## config.mk

```make
export PLATFORM = sky130hd
export DESIGN_NAME = sub_reg_bridge
export DESIGN_NICKNAME = d
export VERILOG_FILES = /design/src/rtl/sbr_pkg.sv /design/src/rtl/sbr_access_seq.sv /design/src/rtl/sbr_irq_ctrl.sv /design/src/rtl/sub_reg_bridge.sv
export SDC_FILE = /design/constraint.sdc
export NUM_CORES = 1
export LEC_CHECK = 0
export ABC_AREA = 1
export BUFFER_PORTS_ARGS = -buffer_cell sky130_fd_sc_hd__buf_4
export CAP_MARGIN = 40
export CORE_UTILIZATION = 34
export CTS_BUF_LIST = sky130_fd_sc_hd__clkbuf_2
export CTS_CLUSTER_SIZE = 25
export DETAILED_ROUTE_END_ITERATION = 8
export GPL_TIMING_DRIVEN = 0
export SETUP_SLACK_MARGIN = 0.5
export SLEW_MARGIN = 20
export SYNTH_ARGS = -nofsm -noshare
export SYNTH_HDL_FRONTEND = slang
export SYNTH_HIERARCHICAL = 1
export SYNTH_SLANG_ARGS = --single-unit
```

## constraint.sdc

```tcl
create_clock -name clk -period 5.9 [get_ports clk]
set_clock_uncertainty 0.15 [all_clocks]
set_input_delay 0.59 -clock clk [delete_from_list [all_inputs] [get_ports clk]]
set_output_delay 0.59 -clock clk [all_outputs]
set_load 0.05 [all_outputs]
```

## src/rtl/sbr_pkg.sv

```systemverilog
package sbr_pkg;
  localparam int HOST_AW = 5;
  localparam int HOST_DW = 32;
  localparam int SUB_AW  = 8;
  localparam int SUB_DW  = 8;
  localparam int LANES   = HOST_DW / SUB_DW;
  localparam int LANE_W  = $clog2(LANES);

  localparam logic [HOST_AW-1:0] OFF_ID    = 5'h00;
  localparam logic [HOST_AW-1:0] OFF_CMD   = 5'h04;
  localparam logic [HOST_AW-1:0] OFF_LDATA = 5'h08;
  localparam logic [HOST_AW-1:0] OFF_UDATA = 5'h0C;
  localparam logic [HOST_AW-1:0] OFF_IEN   = 5'h10;
  localparam logic [HOST_AW-1:0] OFF_IFLG  = 5'h14;

  localparam int BIT_BUSY = 31;
  localparam int BIT_SIZE = 25;
  localparam int BIT_DIR  = 24;
  localparam int BEL_LO   = 16;

  // Lowest set enable picks the byte lane.
  function automatic logic [LANE_W-1:0] lane_of(input logic [LANES-1:0] be);
    logic [LANE_W-1:0] idx;
    idx = '0;
    for (int i = LANES - 1; i >= 0; i--) begin
      if (be[i]) idx = LANE_W'(i);
    end
    return idx;
  endfunction
endpackage

```

## src/rtl/sbr_access_seq.sv

```systemverilog
module sbr_access_seq
  import sbr_pkg::*;
#(
  parameter int BUSY_CYCLES = 4
) (
  input  logic              clk,
  input  logic              rst,
  input  logic              launch,
  input  logic              launch_we,
  input  logic [SUB_AW-1:0] launch_addr,
  input  logic [SUB_DW-1:0] launch_data,
  output logic              busy,
  output logic              finish,
  output logic              sub_req,
  output logic              sub_we,
  output logic [SUB_AW-1:0] sub_addr,
  output logic [SUB_DW-1:0] sub_wdata
);
  localparam int CNT_W = $clog2(BUSY_CYCLES + 1);

  logic [CNT_W-1:0] cnt_q;

  assign busy   = (cnt_q != '0);
  assign finish = (cnt_q == CNT_W'(1));

  always_ff @(posedge clk) begin
    if (rst) begin
      cnt_q     <= '0;
      sub_req   <= 1'b0;
      sub_we    <= 1'b0;
      sub_addr  <= '0;
      sub_wdata <= '0;
    end else begin
      sub_req <= launch;
      if (launch) begin
        cnt_q     <= CNT_W'(BUSY_CYCLES);
        sub_we    <= launch_we;
        sub_addr  <= launch_addr;
        sub_wdata <= launch_data;
      end else if (busy) begin
        cnt_q <= cnt_q - CNT_W'(1);
      end
    end
  end

  // a request lasts a single cycle
  a_r3_req_single: assert property (@(posedge clk) disable iff (rst)
    sub_req |=> !sub_req);
  // a request always sits inside the busy window
  a_r5_req_in_busy: assert property (@(posedge clk) disable iff (rst)
    sub_req |-> busy);
endmodule

```

## src/rtl/sbr_irq_ctrl.sv

```systemverilog
module sbr_irq_ctrl #(
  parameter int NSRC = 2
) (
  input  logic            clk,
  input  logic            rst,
  input  logic            sub_irq,
  input  logic            done_evt,
  input  logic            en_we,
  input  logic            clr_we,
  input  logic [NSRC-1:0] wdata,
  output logic [NSRC-1:0] en_q,
  output logic [NSRC-1:0] flag_q,
  output logic            host_irq
);
  logic            irq_prev_q;
  logic [NSRC-1:0] set_evt;

  always_comb begin
    set_evt    = '0;
    set_evt[0] = done_evt;
    set_evt[1] = sub_irq & ~irq_prev_q;
  end

  generate
    for (genvar i = 0; i < NSRC; i++) begin : g_flag
      always_ff @(posedge clk) begin
        if (rst) flag_q[i] <= 1'b0;
        else     flag_q[i] <= set_evt[i] | (flag_q[i] & ~(clr_we & wdata[i]));
      end
    end
  endgenerate

  always_ff @(posedge clk) begin
    if (rst) begin
      irq_prev_q <= 1'b0;
      en_q       <= '0;
      host_irq   <= 1'b0;
    end else begin
      irq_prev_q <= sub_irq;
      if (en_we) en_q <= wdata;
      host_irq <= |(flag_q & en_q);
    end
  end

  // completion raises flag bit 0
  a_r9_done_flag: assert property (@(posedge clk) disable iff (rst)
    done_evt |=> flag_q[0]);
  // a rising subsystem interrupt raises flag bit 1
  a_r9_edge_flag: assert property (@(posedge clk) disable iff (rst)
    (sub_irq && !irq_prev_q) |=> flag_q[1]);
  // host interrupt low when nothing enabled was pending
  a_r11_irq_quiet: assert property (@(posedge clk) disable iff (rst)
    ((flag_q & en_q) == '0) |=> !host_irq);
endmodule

```

## src/rtl/sub_reg_bridge.sv

```systemverilog
module sub_reg_bridge
  import sbr_pkg::*;
#(
  parameter int          BUSY_CYCLES = 4,
  parameter logic [31:0] ID_VALUE    = 32'h5B10_0001
) (
  input  logic               clk,
  input  logic               rst,
  input  logic               host_we,
  input  logic [HOST_AW-1:0] host_addr,
  input  logic [HOST_DW-1:0] host_wdata,
  output logic [HOST_DW-1:0] host_rdata,
  output logic               host_irq,
  output logic               sub_req,
  output logic               sub_we,
  output logic [SUB_AW-1:0]  sub_addr,
  output logic [SUB_DW-1:0]  sub_wdata,
  input  logic [SUB_DW-1:0]  sub_rdata,
  input  logic               sub_irq
);
  logic [SUB_AW-1:0]    cmd_addr_q;
  logic [2*LANES-1:0]   cmd_be_q;
  logic                 cmd_dir_q;
  logic                 cmd_size_q;
  logic [HOST_DW-1:0]   ldata_q;
  logic [HOST_DW-1:0]   udata_q;
  logic                 busy;
  logic                 finish;
  logic [1:0]           ien_q;
  logic [1:0]           iflg_q;

  logic wr_cmd, wr_ldata, wr_udata, wr_ien, wr_iflg;
  logic launch_rd, launch_wr, launch;
  logic [SUB_AW-1:0] launch_addr;
  logic [SUB_DW-1:0] launch_data;
  logic [LANE_W-1:0] wr_lane;
  logic [HOST_DW-1:0] cmd_view;

  assign wr_cmd   = host_we && (host_addr == OFF_CMD);
  assign wr_ldata = host_we && (host_addr == OFF_LDATA);
  assign wr_udata = host_we && (host_addr == OFF_UDATA);
  assign wr_ien   = host_we && (host_addr == OFF_IEN);
  assign wr_iflg  = host_wdata[0] | host_wdata[1] ? host_we && (host_addr == OFF_IFLG) : 1'b0;

  assign launch_rd = wr_cmd && !busy && host_wdata[BIT_DIR]
                     && (host_wdata[BEL_LO +: LANES] != '0);
  assign launch_wr = wr_ldata && !busy && !cmd_dir_q && (cmd_be_q[LANES-1:0] != '0);
  assign launch    = launch_rd || launch_wr;

  assign wr_lane     = lane_of(cmd_be_q[LANES-1:0]);
  assign launch_addr = launch_rd ? host_wdata[SUB_AW-1:0] : cmd_addr_q;
  assign launch_data = host_wdata[wr_lane*SUB_DW +: SUB_DW];

  always_ff @(posedge clk) begin
    if (rst) begin
      cmd_addr_q <= '0;
      cmd_be_q   <= '0;
      cmd_dir_q  <= 1'b0;
      cmd_size_q <= 1'b0;
      ldata_q    <= '0;
      udata_q    <= '0;
    end else begin
      if (wr_cmd && !busy) begin
        cmd_addr_q <= host_wdata[SUB_AW-1:0];
        cmd_be_q   <= host_wdata[BEL_LO +: 2*LANES];
        cmd_dir_q  <= host_wdata[BIT_DIR];
        cmd_size_q <= host_wdata[BIT_SIZE];
      end
      if (finish && !sub_we) begin
        ldata_q <= '0;
        ldata_q[wr_lane*SUB_DW +: SUB_DW] <= sub_rdata;
      end else if (wr_ldata && !busy) begin
        ldata_q <= host_wdata;
      end
      if (wr_udata && !busy) udata_q <= host_wdata;
    end
  end

  always_comb begin
    cmd_view = '0;
    cmd_view[BIT_BUSY]               = busy;
    cmd_view[BIT_SIZE]               = cmd_size_q;
    cmd_view[BIT_DIR]                = cmd_dir_q;
    cmd_view[BEL_LO +: 2*LANES]      = cmd_be_q;
    cmd_view[SUB_AW-1:0]             = cmd_addr_q;
  end

  always_ff @(posedge clk) begin
    if (rst) begin
      host_rdata <= '0;
    end else begin
      case (host_addr)
        OFF_ID:    host_rdata <= ID_VALUE;
        OFF_CMD:   host_rdata <= cmd_view;
        OFF_LDATA: host_rdata <= ldata_q;
        OFF_UDATA: host_rdata <= udata_q;
        OFF_IEN:   host_rdata <= {30'd0, ien_q};
        OFF_IFLG:  host_rdata <= {30'd0, iflg_q};
        default:   host_rdata <= '0;
      endcase
    end
  end

  sbr_access_seq #(.BUSY_CYCLES(BUSY_CYCLES)) u_seq (
    .clk         (clk),
    .rst         (rst),
    .launch      (launch),
    .launch_we   (launch_wr),
    .launch_addr (launch_addr),
    .launch_data (launch_data),
    .busy        (busy),
    .finish      (finish),
    .sub_req     (sub_req),
    .sub_we      (sub_we),
    .sub_addr    (sub_addr),
    .sub_wdata   (sub_wdata)
  );

  sbr_irq_ctrl #(.NSRC(2)) u_irq (
    .clk      (clk),
    .rst      (rst),
    .sub_irq  (sub_irq),
    .done_evt (finish),
    .en_we    (wr_ien),
    .clr_we   (wr_iflg),
    .wdata    (host_wdata[1:0]),
    .en_q     (ien_q),
    .flag_q   (iflg_q),
    .host_irq (host_irq)
  );

  // lower data holds still through a busy window
  a_r8_ldata_hold: assert property (@(posedge clk) disable iff (rst)
    (busy && $past(busy)) |-> $stable(ldata_q));
  // command fields cannot change while busy
  a_r8_cmd_hold: assert property (@(posedge clk) disable iff (rst)
    busy |=> ($stable(cmd_addr_q) && $stable(cmd_be_q) && $stable(cmd_dir_q)));
  // no request without a lower enable
  a_r7_need_enable: assert property (@(posedge clk) disable iff (rst)
    (sub_req && sub_we) |-> (cmd_be_q[LANES-1:0] != '0));
endmodule

```

==> impl_results.md <==
* TNS Setup at 0 ns
* Commonest cells after routing, fill and taps aside: nand2_1, nor2_1, dfxtp_1, buf_4, o21ai_0
* Starting Density at a little over a third
* CP most frequent cell: nor2_1
* Flops & latches, synth at roughly 140
* Tmin final at approximately 3 ns
* Avg Inst Size Synth at around 6.8 um2
* Num CTS Buffers at 17
* Layout cells sized above 1 at between 10% and 20%
* Worst Setup Start Kind: flip-flop
* GRT Util Overall at between 20% and 30%
* CTS tree: yes
* Post-Route WL at 22,710 um
* Synth top area cells: dfxtp_1, nand2_1, nor2_1, o21ai_0, inv_1
* Final Hold Vio Count at 0
* Reg2reg end: ldata_q[24]
* Status: complete, no violations
* Filler instances at ~2,000
* Synth cell types at 34
* Area leader, netlist: dfxtp_1
* Max_cap viols at 0
* Post-synth ARST share at 0%
* Total core area at 18,960 um2
* Root buf cell: clkbuf_2
* WL/cell at between 15 and 20 um
* Max Freq at 325.5 MHz
* Unrepaired setup endpoints after global routing: false
* Max IR drop VDD at ~0.00013 V
* EDFF count, synth at 0
* # clock sinks at 141
* GR Overflow Total at 0
* Placed cell area at 7725 um2
* Synth warnings at 6
* Final net count at approximately 1,200
* Die X-Extent at about 140 um
* Die H at between 100 and 150 um
* Slowest CP cell: nor3_2
* Largest net degree at the start of global routing at 17
* Worst-path fanout max at 11
* Crit path max-delay family: simple AND/OR/NAND/NOR gates
* Placed Cells at 1,336
* Slew HR at between 40% and 50%
* Worst reg2reg path depth at 11
* Min-delay worst type: in -> reg
* Post-synth top area share at a little over two fifths
* Most common cell after layout, fill and taps aside: nand2_1
* CTS H-tree lvls at 4
* Num rows at 50
* Worst path depth at 11
* Net Count, Synth at just over 1,000
* Total Die Area at around 20,000 um2
* Post-Syn Area at approximately 6600 um2
* Global-route wire length before repair at 35,090 um
* Final Cell Area at 8342 um2
* P per Cell Area at between 200 and 300 nW/um2
* Final ANT Viol Nets at 0
* Worst hold path cell count at 3
* Crit-path cells: nor2_1 > nor3_2 > inv_1 > ha_1 > inv_1 > nand2_1 > nor2_1 > nand3_1 > o21ai_0 > nor2_1 > nor2_1
* Max Transition Viols Final at 0
* Antenna violations before repair at 1
* Cts repair resizes at 0
* Static leakage at approximately 0.0039 uW
* Cells after Synth at 976
* Worst-path clk slew at ~0.20 ns
* Largest stage delay, worst path at 0.60 ns
* Drt drc at 0
* Critical path arrival at around 3.6 ns
* Worst setup EP type: flip-flop
* Most used DFF post-synth: dfxtp_1
* Worst path required time at approximately 6.4 ns
* DPL Wire Length at about 17,000 um
* Crit path buffers/inverters at 2
* Reg2reg start: cmd_be_q[3]
* Min-Delay Endpoint: udata_q[31]
* GPL Wtd Cong at 0.9113
* Vias in the first global route at a little over 6,000
* # IOs at 100
* Vias at about 6,600
* Vias per cell at ~4.7
* Clk_lat worst skew at 0.75 ns
* Worst Min Path Start: host_wdata[31]
* Final Cycle Share at 52.07%
* Post-Layout Cell Count at about 1,400
* Flop-to-flop setup slack at ~2.8 ns
* Clk buf depth at 2
* 1st-iter DRT viols at ~540
* Final setup vio count at 0
* First-pass detailed-route iteration total at 6
* I/O Buffers at slightly below 100
* Slew @ Worst Pin at slightly below 0.8 ns
* Area delta synth->final at 25.53%
* Kind of critical path: reg -> reg
* WHS at approximately 0.093 ns
* Register area share after synthesis at about 42%
==> cell type report <==
class / count / area (um2) / area share (%)
sequential: 141 / 2823 / 33.84
antenna: 1 / 2.502 / 0.03000
tap: 260 / 325.3 / 3.900
buffer: 46 / 292.8 / 3.510
multi-input combinational: 710 / 3228 / 38.70
clock inverter: 13 / 198.9 / 2.385
clock buffer: 17 / 85.08 / 1.020
timing repair buffer: 133 / 1085 / 13.00
inverter: 79 / 301.5 / 3.615
==> tightest hold or removal path: stages <==
cell and delay [ns]:
buf_4 0.11, o21ai_0 0.14, nor2_1 0.10
==> state kept, by name (all words and copies together), names as in the netlist <==
register	count
cmd_addr_q	8
cmd_be_q	8
cmd_dir_q	1
cmd_size_q	1
host_rdata	32
ldata_q	32
u_irq/en_q	2
u_irq/flag_q	2
u_irq/host_irq	1
u_irq/irq_prev_q	1
u_seq/cnt_q	3
u_seq/sub_addr	8
u_seq/sub_req	1
u_seq/sub_wdata	8
u_seq/sub_we	1
udata_q	32
==> worst max path at each step <==
stage / from / endpoint / slack [ns]
after global routing: cmd_be_q[3] / ldata_q[24] / 2.52
final: cmd_be_q[3] / ldata_q[24] / 2.83
after CTS: cmd_be_q[3] / ldata_q[24] / 2.82
after detailed placement: cmd_be_q[3] / ldata_q[24] / 2.88
after global placement: cmd_be_q[3] / ldata_q[24] / 2.83
after floorplan: u_seq/cnt_q[0] / u_seq/sub_wdata[5] / 3.61
==> cells by family after synthesis <==
kind of cell    Yosys count  share of synthesized area (%)
fa+ha+maj                 7                          1.318
compound gates          150                          11.98
flops                   141                          42.48
buf+inv                 125                          8.944
simple gates            553                          35.29
==> cells in the mapped netlist (9+ instances only) <==
master and n:
clkbuf_1 11, a21oi_1 24, nand3_1 34, nand3b_1 11, dfxtp_1 141, nand2_1 270
nand4_1 13, o211ai_1 9, inv_1 69, buf_2 15, nor2_1 205, o21ai_1 10
o21ai_0 98
==> stage by stage <==
step	utilization, %	total power, uW	setup slack, ns
floorplan	-	1592	3.607
global placement	40.69	1785	2.829
detailed placement	40.75	1792	2.875
CTS	43.99	2487	2.818
global route	44.01	2640	2.519
finish	44.01	2473	2.828
==> layer usage <==
metal  routed length (um)  GRT usage [%]
met1                10760          32.82
met2                10180          37.21
met3                 1428          4.084
met4                  339          6.904
met5                    0              0
==> where the power goes <==
part	internal, uW	switching (uW)	leakage (uW)
Sequential	1070	44.0	0.00114
Combinational	250	436	0.00265
Clock	312	366	0.000155
Total	1630	846	0.00395
==> what timing repair did <==
action	4_1_cts	5_1_grt
hold buffers	33	0
setup buffers	0	0
hold endpoints to repair	54	0
Note: power is estimated with default switching activity, not from simulation.
